--- config.mk ---
export PLATFORM = sky130hd
export DESIGN_NAME = sbox_ft
export DESIGN_NICKNAME = d
export VERILOG_FILES = /design/src/rtl/sbox_ft_pkg.sv /design/src/rtl/sbox_ft_copy.sv /design/src/rtl/sbox_ft_datapath.sv /design/src/rtl/sbox_ft_ctrl.sv /design/src/rtl/sbox_ft.sv
export SDC_FILE = /design/constraint.sdc
export NUM_CORES = 1
export LEC_CHECK = 0
export ABC_AREA = 1
export BUFFER_PORTS_ARGS = -buffer_cell sky130_fd_sc_hd__clkbuf_2
export CAP_MARGIN = 15
export CORE_ASPECT_RATIO = 1.1
export CORE_UTILIZATION = 35
export DETAILED_ROUTE_END_ITERATION = 8
export PLACE_DENSITY = 0.48
export REMOVE_ABC_BUFFERS = 1
export SETUP_SLACK_MARGIN = 0.2
export SLEW_MARGIN = 15
export SYNTH_ARGS = -nofsm -noshare
export SYNTH_HDL_FRONTEND = slang
export SYNTH_SLANG_ARGS = --single-unit
--- constraint.sdc ---
create_clock -name clk -period 9.4 [get_ports clk]
set_input_delay 0 -clock clk [delete_from_list [all_inputs] [get_ports clk]]
set_output_delay 0 -clock clk [all_outputs]
set_load 0.005 [all_outputs]
--- src/rtl/sbox_ft_pkg.sv ---
package sbox_ft_pkg;

  localparam int BYTE_W     = 8;
  localparam int NUM_STAGES = 4;
  localparam int INJ_W      = NUM_STAGES * BYTE_W;
  localparam int SQ_MAX     = 4;

  localparam logic [BYTE_W-1:0] REDUCE_LOW = 8'h1B;
  localparam logic [BYTE_W-1:0] AFFINE_ADD = 8'h63;

  // Strobes from the hold control to the datapath
  typedef struct packed {
    logic [NUM_STAGES-1:0] stageEn;
    logic                  inReady;
    logic                  lastDrain;
  } ctrl_t;

  // Width of the operand bundle entering each stage
  function automatic int stageInW(input int s);
    case (s)
      0:       return BYTE_W;
      1:       return 2 * BYTE_W;
      2:       return 3 * BYTE_W;
      default: return 2 * BYTE_W;
    endcase
  endfunction

  function automatic int stageOutW(input int s);
    return (s == NUM_STAGES - 1) ? BYTE_W : stageInW(s + 1);
  endfunction

  // Field multiply, shift-and-add with modular reduction
  function automatic logic [BYTE_W-1:0] gfMul(input logic [BYTE_W-1:0] a,
                                              input logic [BYTE_W-1:0] b);
    logic [BYTE_W-1:0] acc;
    logic [BYTE_W-1:0] sh;
    acc = '0;
    sh  = a;
    for (int i = 0; i < BYTE_W; i++) begin
      if (b[i]) acc = acc ^ sh;
      sh = sh[BYTE_W-1] ? ({sh[BYTE_W-2:0], 1'b0} ^ REDUCE_LOW)
                        : {sh[BYTE_W-2:0], 1'b0};
    end
    return acc;
  endfunction

  // Repeated squaring: returns a^(2^n), n up to SQ_MAX
  function automatic logic [BYTE_W-1:0] gfSqN(input logic [BYTE_W-1:0] a,
                                              input int n);
    logic [BYTE_W-1:0] r;
    r = a;
    for (int i = 0; i < SQ_MAX; i++) begin
      if (i < n) r = gfMul(r, r);
    end
    return r;
  endfunction

  function automatic logic [BYTE_W-1:0] affineMap(input logic [BYTE_W-1:0] b);
    logic [BYTE_W-1:0] r;
    for (int i = 0; i < BYTE_W; i++) begin
      r[i] = b[i] ^ b[(i + 4) % BYTE_W] ^ b[(i + 5) % BYTE_W]
           ^ b[(i + 6) % BYTE_W] ^ b[(i + 7) % BYTE_W] ^ AFFINE_ADD[i];
    end
    return r;
  endfunction

endpackage

--- src/rtl/sbox_ft_copy.sv ---
module sbox_ft_copy
  import sbox_ft_pkg::*;
#(
  parameter  int STAGE = 0,
  localparam int IN_W  = stageInW(STAGE),
  localparam int OUT_W = stageOutW(STAGE)
) (
  input  logic [IN_W-1:0]   dIn,
  input  logic [BYTE_W-1:0] inj,
  output logic [OUT_W-1:0]  dOut
);

  logic [OUT_W-1:0] core;
  logic [OUT_W-1:0] injWide;

  always_comb begin
    injWide = '0;
    injWide[BYTE_W-1:0] = inj;
  end

  // Exponent chain for x^254: x^2, x^3 -> x^12, x^15 -> x^252 -> x^254
  generate
    case (STAGE)
      0: begin : gSquare
        logic [BYTE_W-1:0] x2;
        assign x2   = gfSqN(dIn, 1);
        assign core = {x2, gfMul(x2, dIn)};
      end
      1: begin : gPow15
        logic [BYTE_W-1:0] x2, x3, p12;
        assign x2   = dIn[2*BYTE_W-1:BYTE_W];
        assign x3   = dIn[BYTE_W-1:0];
        assign p12  = gfSqN(x3, 2);
        assign core = {x2, p12, gfMul(p12, x3)};
      end
      2: begin : gPow252
        logic [BYTE_W-1:0] x2, p12, p15;
        assign x2   = dIn[3*BYTE_W-1:2*BYTE_W];
        assign p12  = dIn[2*BYTE_W-1:BYTE_W];
        assign p15  = dIn[BYTE_W-1:0];
        assign core = {x2, gfMul(gfSqN(p15, 4), p12)};
      end
      default: begin : gFinish
        logic [BYTE_W-1:0] inv;
        assign inv  = gfMul(dIn[BYTE_W-1:0], dIn[2*BYTE_W-1:BYTE_W]);
        assign core = affineMap(inv);
      end
    endcase
  endgenerate

  assign dOut = core ^ injWide;

endmodule

--- src/rtl/sbox_ft_datapath.sv ---
module sbox_ft_datapath
  import sbox_ft_pkg::*;
(
  input  logic                  clk,
  input  logic                  rstN,
  input  logic [BYTE_W-1:0]     inByte,
  input  logic                  inValid,
  input  ctrl_t                 ctl,
  input  logic [INJ_W-1:0]      injectA,
  input  logic [INJ_W-1:0]      injectB,
  output logic [NUM_STAGES-1:0] errVec,
  output logic [BYTE_W-1:0]     outByte,
  output logic                  outValid
);

  for (genvar s = 0; s < NUM_STAGES; s++) begin : gStage
    localparam int  IW   = stageInW(s);
    localparam int  OW   = stageOutW(s);
    localparam bit  LAST = (s == NUM_STAGES - 1);

    logic [IW-1:0] stIn;
    logic [OW-1:0] resA, resB, stReg;
    logic          vIn, stVld;

    if (s == 0) begin : gHead
      assign stIn = inByte;
      assign vIn  = inValid & ctl.inReady;
    end else begin : gBody
      assign stIn = gStage[s-1].stReg;
      assign vIn  = gStage[s-1].stVld;
    end

    sbox_ft_copy #(.STAGE(s)) uCopyA (
      .dIn (stIn),
      .inj (injectA[s*BYTE_W +: BYTE_W]),
      .dOut(resA)
    );

    sbox_ft_copy #(.STAGE(s)) uCopyB (
      .dIn (stIn),
      .inj (injectB[s*BYTE_W +: BYTE_W]),
      .dOut(resB)
    );

    assign errVec[s] = (resA != resB);

    // Voter register: only ever loads an agreed result
    always_ff @(posedge clk or negedge rstN) begin
      if (!rstN) begin
        stReg <= '0;
        stVld <= 1'b0;
      end else if (ctl.stageEn[s]) begin
        stReg <= resA;
        stVld <= vIn;
      end else if (LAST && ctl.lastDrain) begin
        stVld <= 1'b0;
      end
    end
  end

  assign outByte  = gStage[NUM_STAGES-1].stReg;
  assign outValid = gStage[NUM_STAGES-1].stVld;

endmodule

--- src/rtl/sbox_ft_ctrl.sv ---
module sbox_ft_ctrl
  import sbox_ft_pkg::*;
(
  input  logic [NUM_STAGES-1:0] errVec,
  output ctrl_t                 ctl
);

  logic hold;

  assign hold = |errVec;

  always_comb begin
    ctl.stageEn   = {NUM_STAGES{~hold}};
    ctl.inReady   = ~hold;
    ctl.lastDrain = hold;
  end

endmodule

--- src/rtl/sbox_ft.sv ---
module sbox_ft
  import sbox_ft_pkg::*;
(
  input  logic                  clk,
  input  logic                  rstN,
  input  logic [BYTE_W-1:0]     inByte,
  input  logic                  inValid,
  output logic                  inReady,
  output logic [BYTE_W-1:0]     outByte,
  output logic                  outValid,
  input  logic [INJ_W-1:0]      injectA,
  input  logic [INJ_W-1:0]      injectB,
  output logic [NUM_STAGES-1:0] stageErr
);

  ctrl_t ctl;

  sbox_ft_ctrl uCtrl (
    .errVec(stageErr),
    .ctl   (ctl)
  );

  sbox_ft_datapath uDp (
    .clk     (clk),
    .rstN    (rstN),
    .inByte  (inByte),
    .inValid (inValid),
    .ctl     (ctl),
    .injectA (injectA),
    .injectB (injectB),
    .errVec  (stageErr),
    .outByte (outByte),
    .outValid(outValid)
  );

  assign inReady = ctl.inReady;

endmodule

==> flow_summary.toml, run 1 <==
[timing]
maxSlewHeadroom = 0.257
period_share = 0.878
worst_slew_pin_slew_ns = 1.11
clock.fmax_mhz = 121
min_period_ns = 8.25
hold_viol = 0
setup_tns_ns = 0
rsz0062_at_grt = "false"
finalClockSkew_ns = 0.0119
setup_viol = 0
drv_slew = 0

[detailed_routing]
top_layer_used = "met4"
remaining_drc_errors = 0
wl_um = 49400
vias_per_cell = 4.83
wl_met2_um = 24300
met3_length_um = 1360
first_pass_iters = 5
wire_per_inst_um = 13.9
vias = 17131
drt_iter0_drc = 1005
wl_met1_um = 22600
antenna_left = 0

[place]
gp_congestion = 0.931
placedCellCount = 3527
io_buffers = 88
place_area_um2 = 17100
dp_hpwl_um = 39600

[die]
die_x_um = 207
num_rows = 82
initial_utilization = 0.355
die_h_um = 228
core_area_um2 = 45700
pin_count = 89
dieArea_um2 = 47200

[layout]
final_cell_area_um2 = 17400
nNetsFinal = 3035
drive_gt1_frac = 0.0879
mostFrequentLayoutCell = "nand2_1"
antenna-diode-count = 0
final_cells = 3545
area_delta_synth_final_pct = 7.46
final_cell_mix = "nand2_1, nand3_1, xor2_1"
multi_input_area_um2 = 13000
regArea_um2 = 1700
n_fill_cell = 5124

[outcome]
status = "complete, no violations"

[grt]
grt_usage = 0.210
grt_overflow = 0
grt_pass1_vias = 16370
grt_pass1_wl_um = 82400
antenna_found_initial = 0
grt_max_degree = 87

[logic_synthesis]
ys_ff_latch = 68
yosys_most_used_dff = "dfrtp_1"
ys_types = 39
syn_area_um2 = 16200
synthArstFlopShare = 1.00
synth-edff-count = 0
synth_cells = 2919
seq_area_frac_synth = 0.105
synth_warnings = 0
syn_area_per_cell_um2 = 5.56

[pwr]
p_comb_frac = 0.617
p_per_area_nw_per_um2 = 98.6
power.total_mw = 1.72
clkPwrFrac = 0.213
p_leak_nw = 9.02
p_int_mw = 0.964
switching_share = 0.439
power_frac_seq = 0.170
p_switching_mw = 0.755
ir_drop_mv = 0.152

[worst_setup_path]
crit_type = "reg2reg"
crit_path_end_kind = "flip-flop"
timing.rr.start = "uDp.gStage[1].stReg[7]$_DFFE_PN0P_"
cp-endpoint = "uDp.gStage[2].stReg[5]$_DFFE_PN0P_"
start_kind = "flip-flop"
crit_fanout = 16
crit_top_cell = "nand2_1"
crit_slowest_cell = "dfrtp_1"
arrival_ns = 8.47
worstPathRequired_ns = 9.62
cpPeakStageDelay_ns = 0.48
crit_family = "simple AND/OR/NAND/NOR gates"
rrSetupSlack_ns = 1.15
critPathLaunch = "uDp.gStage[1].stReg[7]$_DFFE_PN0P_"
reg2reg_to = "uDp.gStage[2].stReg[5]$_DFFE_PN0P_"
critical_path_buf_inv_count = 9
cp.depth = 65
reg2regPathDepth = 65

[clock_network]
clk_pin_slew_ns = 0.06
cts_buffer_depth = 2
numCtsBuffers = 9
clockRootBuffer = "clkbuf_16"
cts.sinks = 68
cts_tree = "built"
insertion_delay_ns = 0.35
h-tree-depth = 3

[job]
cap_violations = 0

[min_path]
min_path_cells = 5
hp-class = "in2reg"
[synth_stat cells (8+ instances only)]
master | instances | share of area
xnor2_1 | 186 | 0.10
dfrtp_1 | 68 | 0.10
nand2_2 | 60 | 0.023
inv_2 | 34 | 0.0079
nand4_1 | 32 | 0.012
xor2_1 | 308 | 0.17
o21ai_0 | 91 | 0.028
nand3_2 | 13 | 0.0080
clkbuf_1 | 42 | 0.0097
buf_4 | 9 | 0.0042
nand2_1 | 1149 | 0.27
buf_6 | 8 | 0.0056
buf_2 | 13 | 0.0040
or2_2 | 16 | 0.0062
nand3b_1 | 11 | 0.0051
a21oi_1 | 22 | 0.0068
nand2_4 | 11 | 0.0076
inv_1 | 263 | 0.061
nand3_1 | 341 | 0.11
nor2_1 | 192 | 0.044
[worst min path at each step]
stage	start	end	slack, ns
global route	injectA[24]	uDp.outByte[0]$_DFFE_PN0P_	0.13
CTS	injectA[22]	uDp.gStage[2].stReg[6]$_DFFE_PN0P_	0.09
global placement	rstN	uDp.outByte[0]$_DFFE_PN0P_	-0.06
finish	injectA[22]	uDp.gStage[2].stReg[6]$_DFFE_PN0P_	0.09
detailed placement	rstN	uDp.outByte[0]$_DFFE_PN0P_	-0.06
floorplan	rstN	uDp.gStage[0].stReg[0]$_DFFE_PN0P_	-0.30
[tightest hold or removal path, stage by stage]
cell      delay, ns
clkbuf_2       0.14
xor2_1         0.09
nand2_1        0.06
nand3_1        0.06
nand2_1        0.06
[metal layers]
layer	global-route usage	up-vias
li1	-	9089
met1	0.262	7680
met2	0.384	298
met3	0.0118	64
met4	0.0625	0
met5	0	-
[through the flow]
stage / util / worst slack [ns] / hold WS (ns)
5_1_grt: 0.382 / 0.252 / 0.132
3_3_place_gp: 0.374 / 1.24 / -0.0565
4_1_cts: 0.382 / 1.13 / 0.0863
2_1_floorplan: - / 2.56 / -0.296
6_report: 0.382 / 1.15 / 0.0925
3_5_place_dp: 0.374 / 1.17 / -0.0585
[power by group through the flow]
stage	Combinational [mW]	Clock, mW	Sequential, mW
2_1_floorplan	0.840	0	0.298
3_3_place_gp	1.07	0	0.298
3_5_place_dp	1.07	0	0.298
4_1_cts	1.08	0.378	0.293
5_1_grt	1.18	0.387	0.293
6_report	1.06	0.366	0.293
[layout make-up]
type,count,share of cell area
clock inverters,6,0.00517
inverters,303,0.0655
flip-flops and latches,68,0.0976
clock buffers,9,0.0129
multi-input cells,2471,0.746
well taps,588,0.0422
repair buffers,100,0.0310
[state kept, by name, indices dropped and copies added (netlist names)]
name and flops:
uDp.gStage.stVld 3, uDp.gStage.stReg 56, uDp.outByte 8, uDp.outValid 1
[what timing repair did]
item	CTS	global route
resized for setup	0	2
hold endpoints to repair	28	0
hold buffers	3	0
setup buffers	0	0
endpoints found under the setup margin	0	4
[cell families (layout without fill, tap and decap cells)]
kind of cell / count (synthesis) / count (layout) / share of synthesized area
simple gates: 1841 / 1841 / 0.484
xor+xnor: 498 / 498 / 0.271
buf+inv: 380 / 418 / 0.0950
compound gates: 125 / 125 / 0.0400
flops: 68 / 68 / 0.105
fa+ha+maj: 7 / 7 / 0.00540
Note: power is estimated with default switching activity, not from simulation.
==> run 2, diff against run 1 <==
Settings changed: PLACE_DENSITY 0.48 to 0.54.
==> run 2 against run 1 <==
- flip-flop and latch count unchanged
- clock power up 2%
- core utilization down 0.052 points
- total power about the same
- cell area fell by 0.14%
- global-route usage shrank 0.76 points
- worst hold slack got worse by 0.088 ns
- setup slack improved by 0.12 ns
- critical endpoint is now uDp.gStage[2].stReg[1]$_DFFE_PN0P_
- largest power group unchanged
==> flow_summary.toml, run 2 (same netlist as run 1, synthesis figures left out) <==
[outcome]
status = "complete, no violations"

[layout]
final_cells = 3544
nNetsFinal = 3033
post-route-util = 0.381
largest_reg_flops = 56
final_cell_area_um2 = 17400
area_delta_synth_final_pct = 7.31
drive_gt1_frac = 0.0873
largest-register = "uDp.gStage.stReg"
n_fill_cell = 5069
mostFrequentLayoutCell = "nand2_1"
antenna-diode-count = 0
final_cell_mix = "nand2_1, nand3_1, xor2_1"

[die]
die_h_um = 228
dieArea_um2 = 47200
die_x_um = 207
core_area_um2 = 45700
pin_count = 89
initial_utilization = 0.355
num_rows = 82

[timing]
worst_slew_pin_slew_ns = 1.04
rsz0062_at_grt = "false"
clock.fmax_mhz = 123
drv_slew = 0
min_period_ns = 8.13
hold_viol = 0
setup_tns_ns = 0
setup_viol = 0
finalClockSkew_ns = 0.0119
period_share = 0.865
whs_ns = 0.00485
maxSlewHeadroom = 0.303

[detailed_routing]
first_pass_iters = 5
remaining_drc_errors = 0
antenna_left = 0
drt_iter0_drc = 1084
vias = 17190
vias_per_cell = 4.85
wire_per_inst_um = 13.4
wl_um = 47600

[clock_network]
cts.sinks = 68
post_cts_buffers = 0
numCtsBuffers = 9
clockRootBuffer = "clkbuf_16"
clk_pin_slew_ns = 0.06
cts_buffer_depth = 2
h-tree-depth = 3
cts-resized-gates = 0
insertion_delay_ns = 0.34
cts_tree = "built"

[job]
cap_violations = 0

[place]
place_area_um2 = 17100
placedCellCount = 3526
io_buffers = 88
gp_congestion = 0.931
dp_hpwl_um = 38000

[grt]
grt_max_degree = 87
grt_pass1_vias = 16543
grt_overflow = 0
grt_usage = 0.202
grt_pass1_wl_um = 80700
antenna_found_initial = 1

[pwr]
p_per_area_nw_per_um2 = 98.7
p_leak_nw = 9.02
ir_drop_mv = 0.205

[worst_setup_path]
cpPeakStageDelay_ns = 0.43
critical_path_buf_inv_count = 9
crit_fanout = 23
crit_path_end_kind = "flip-flop"
crit_top_cell = "nand2_1"
worstPathRequired_ns = 9.62
crit_type = "reg2reg"
start_kind = "flip-flop"
crit_family = "simple AND/OR/NAND/NOR gates"
crit_slowest_cell = "ha_1"
arrival_ns = 8.36

[min_path]
hp-class = "in2reg"
-- run 2: stage by stage --
stage | worst slack (ns) | total power [mW]
4_1_cts | 1.38 | 1.74
5_1_grt | 0.217 | 1.85
3_5_place_dp | 1.42 | 1.36
6_report | 1.27 | 1.72
3_3_place_gp | 1.46 | 1.36
2_1_floorplan | 2.56 | 1.14
-- run 2: per-layer routing --
metal  share of wire  GRT usage  wire [um]
met1            0.45      0.250      21500
met2            0.50      0.374      23600
met3           0.029     0.0128       1370
met4           0.024     0.0560       1130
met5         0.00027          0         13
-- run 2: worst paths after layout --
| check | slack, ns | depth (start not counted) | end | startpoint |
|---|---|---|---|---|
| max in group asynchronous | 8.45 | 2 | uDp.gStage[1].stReg[6]$_DFFE_PN0P_ | rstN |
| worst max-delay path | 1.27 | 65 | uDp.gStage[2].stReg[1]$_DFFE_PN0P_ | uDp.gStage[1].stReg[7]$_DFFE_PN0P_ |
| worst min-delay path | 0.005 | 3 | uDp.gStage[0].stReg[1]$_DFFE_PN0P_ | injectA[1] |
| worst min register to register | 0.47 | 2 | uDp.gStage[2].stReg[8]$_DFFE_PN0P_ | uDp.gStage[1].stReg[16]$_DFFE_PN0P_ |
| worst max register to register | 1.27 | 65 | uDp.gStage[2].stReg[1]$_DFFE_PN0P_ | uDp.gStage[1].stReg[7]$_DFFE_PN0P_ |
| min in group asynchronous | 0.30 | 2 | uDp.outByte[2]$_DFFE_PN0P_ | rstN |
-- run 2: cell type report --
class | count | area [um^2] | share of cell area
Inverter | 303 | 1140 | 0.0656
Timing Repair Buffer | 98 | 523 | 0.0300
Multi-Input combinational cell | 2471 | 13000 | 0.746
Clock inverter | 7 | 98.8 | 0.00568
Sequential cell | 68 | 1700 | 0.0977
Tap cell | 588 | 736 | 0.0422
Clock buffer | 9 | 225 | 0.0129
-- run 2: repair_timing --
item / 4_1_cts / 5_1_grt
endpoints found under the hold margin: 69 / 0
hold buffers: 2 / 0
setup endpoints to repair: 0 / 0
-- run 2: where the power goes --
part           switching [mW]  total (mW)  internal (mW)
logic                   0.611        1.05          0.440
registers        0.0000000147       0.293          0.293
clock network           0.141       0.375          0.234
total                   0.752        1.72          0.966
-- run 2: tightest hold or removal path, delay by kind of cell --
| kind | cells | cell delay, ns |
|---|---|---|
| xor gates and xnor gates | 1 | 0.12 |
| buffers and inverters | 1 | 0.11 |
| AOI/OAI and AO/OA | 1 | 0.07 |
==> run 3, diff against run 2 <==
Settings changed: ABC_AREA 1 to unset, CAP_MARGIN 15 to 0.
==> run 3 against run 2 <==
- clock skew shrank 0.0036 ns
- core utilization rose by 1.0 points
- highest routed layer is now met4
- largest cell class unchanged
- worst hold slack improved by 0.075 ns
- die area down 28%
- clock power shrank 6.7%
- setup slack worse by 0.26 ns
==> flow_summary.toml, run 3 <==
[logic_synthesis]
yosys.area.top_type = "xnor2_1"
ys_ff_latch = 68
synth_warnings = 0
synthSimpleGateAreaFrac = 0.154
synthArstFlopShare = 1.00
synth_xor_area_frac = 0.493
seq_area_frac_synth = 0.145
synth_compound_gate_area_share = 0.0930
synth_cells = 1432
synth_fa_ha_area_frac = 0.00918
synth_top_family_by_area = "XOR/XNOR gates"
synth.mux.area_fraction = 0.0656
yosys_most_used_dff = "dfrtp_1"
ys_types = 73
synth_top_area_frac = 0.268
synth.most_common_cell = "xnor2_1"
syn_area_per_cell_um2 = 8.18
syn_area_um2 = 11700
netlist_top_cells_area = "xnor2_1, dfrtp_1, xor2_1"
synth_commonest_cells = "xnor2_1, nand2_1, xor2_1"
synth-edff-count = 0

[timing]
setup_tns_ns = 0
maxSlewHeadroom = 0.360
whs_ns = 0.0796
setup_ws_ns = 1.00
finalClockSkew_ns = 0.00827
clock.fmax_mhz = 119
worst_slew_pin_slew_ns = 0.953
min_period_ns = 8.40
setup_viol = 0
rsz0062_at_grt = "false"
period_share = 0.893
hold_viol = 0
drv_slew = 0

[grt]
antenna_found_initial = 0
grt_pass1_wl_um = 45700
grt_pass1_vias = 8994
grt_overflow = 0
grt_usage = 0.162
grt_max_degree = 69

[worst_setup_path]
worstPathRequired_ns = 9.63
crit_type = "reg2reg"
crit_top_cell = "xnor2_1"
crit_slowest_cell = "dfrtp_1"
arrival_ns = 8.62
crit_path_end_kind = "flip-flop"
cpPeakStageDelay_ns = 0.75
start_kind = "flip-flop"
crit_fanout = 19

[clock_network]
cts-resized-gates = 0
clk_pin_slew_ns = 0.07
clockRootBuffer = "clkbuf_16"
numCtsBuffers = 9
post_cts_buffers = 0
insertion_delay_ns = 0.34
cts.sinks = 68
h-tree-depth = 3
cts_tree = "built"
cts_buffer_depth = 2

[die]
num_rows = 69
dieArea_um2 = 34200
initial_utilization = 0.359
pin_count = 89
die_h_um = 194
die_x_um = 176
core_area_um2 = 32600

[pwr]
ir_drop_mv = 0.0889
p_leak_nw = 5.04
p_int_mw = 0.853
p_comb_frac = 0.525
p_switching_mw = 0.501
clkPwrFrac = 0.258
switching_share = 0.370
power_frac_seq = 0.216
p_per_area_nw_per_um2 = 106

[detailed_routing]
antenna_left = 0
vias = 9238
drt_iter0_drc = 389
remaining_drc_errors = 0
first_pass_iters = 5
wl_um = 27200
vias_per_cell = 4.87
wire_per_inst_um = 14.3

[layout]
final_cell_area_um2 = 12800
drive_gt1_frac = 0.149
largest-register = "uDp.gStage.stReg"
antenna-diode-count = 0
mostFrequentLayoutCell = "xnor2_1"
final_cells = 1896
largest_reg_flops = 56
area_delta_synth_final_pct = 9.01
final_cell_mix = "xnor2_1, nand2_1, xor2_1"
nNetsFinal = 1547

[place]
place_area_um2 = 12400
placedCellCount = 1878
dp_hpwl_um = 20700
dpl_worst_slack_ns = 0.986
gp_congestion = 0.818
io_buffers = 88

[min_path]
hp-class = "in2reg"

[outcome]
status = "complete, no violations"

[job]
cap_violations = 0
-- run 3: area by class of cell --
cell class	instances	area [um^2]
repair buffers	105	576
fillers	3319	19900
clock buffers	9	225
flip-flops and latches	68	1700
inverters	28	105
well taps	426	533
clock inverters	7	80.1
multi-input cells	1253	9550
-- run 3: power groups by stage --
| stage | registers [mW] | logic (mW) | clock network, mW |
|---|---|---|---|
| after floorplan | 0.298 | 0.591 | 0 |
| after global placement | 0.298 | 0.720 | 0 |
| after detailed placement | 0.298 | 0.722 | 0 |
| after CTS | 0.293 | 0.725 | 0.361 |
| after global routing | 0.292 | 0.789 | 0.373 |
| final | 0.293 | 0.711 | 0.350 |
-- run 3: repair_timing --
action / in CTS / in global routing
endpoints found under the setup margin: 0 / 0
hold endpoints to repair: 69 / 0
hold buffers: 2 / 0
-- run 3: path summary, 6_finish.rpt --
| kind | startpoint | to | slack [ns] | cells past startpoint |
|---|---|---|---|---|
| worst max-delay path | uDp.gStage[1].stReg[7]$_DFFE_PN0P_ | uDp.gStage[2].stReg[5]$_DFFE_PN0P_ | 1.00 | 30 |
| worst min-delay path | injectA[28] | uDp.outByte[4]$_DFFE_PN0P_ | 0.08 | 4 |
| worst max register to register | uDp.gStage[1].stReg[7]$_DFFE_PN0P_ | uDp.gStage[2].stReg[5]$_DFFE_PN0P_ | 1.00 | 30 |
| worst min register to register | uDp.gStage[1].stReg[19]$_DFFE_PN0P_ | uDp.gStage[2].stReg[11]$_DFFE_PN0P_ | 0.49 | 2 |
| min in group asynchronous | rstN | uDp.outByte[5]$_DFFE_PN0P_ | 0.30 | 2 |
| max in group asynchronous | rstN | uDp.gStage[0].stReg[1]$_DFFE_PN0P_ | 8.48 | 2 |
-- run 3: metrics by stage --
step	power (mW)	util
after floorplan	0.889	-
after global placement	1.02	0.381
after detailed placement	1.02	0.381
after CTS	1.38	0.391
after global routing	1.45	0.391
final	1.35	0.391
-- run 3: cells by family (layout without fill, tap and decap cells) --
kind of cell             count (synthesis)  in the layout
AND/OR/NAND/NOR                        434            434
buffers and inverters                  111            149
AO/OA/AOI/OAI                          161            161
multiplexers                            70             70
adder cells (fa/ha/maj)                  9              9
flip-flops                              68             68
XOR/XNOR                               579            579
-- run 3: metal layers --
metal / track usage / part of all wire / vias to the layer above
met5: 0 / 0 / -
met4: 0.0418 / 0.015 / 0
met3: 0.0116 / 0.022 / 29
met2: 0.281 / 0.49 / 142
met1: 0.216 / 0.47 / 4371
li1: - / - / 4696
-- run 3: worst max-delay path, delay by kind of cell (launching register included) --
kind	cells	cell delay [ns]
adder cells (fa/ha/maj)	3	1.12
multiplexers	3	0.66
buffers and inverters	1	0.11
AO/OA/AOI/OAI	1	0.19
XOR/XNOR	20	5.24
AND/OR/NAND/NOR	2	0.21
flip-flops	1	0.75
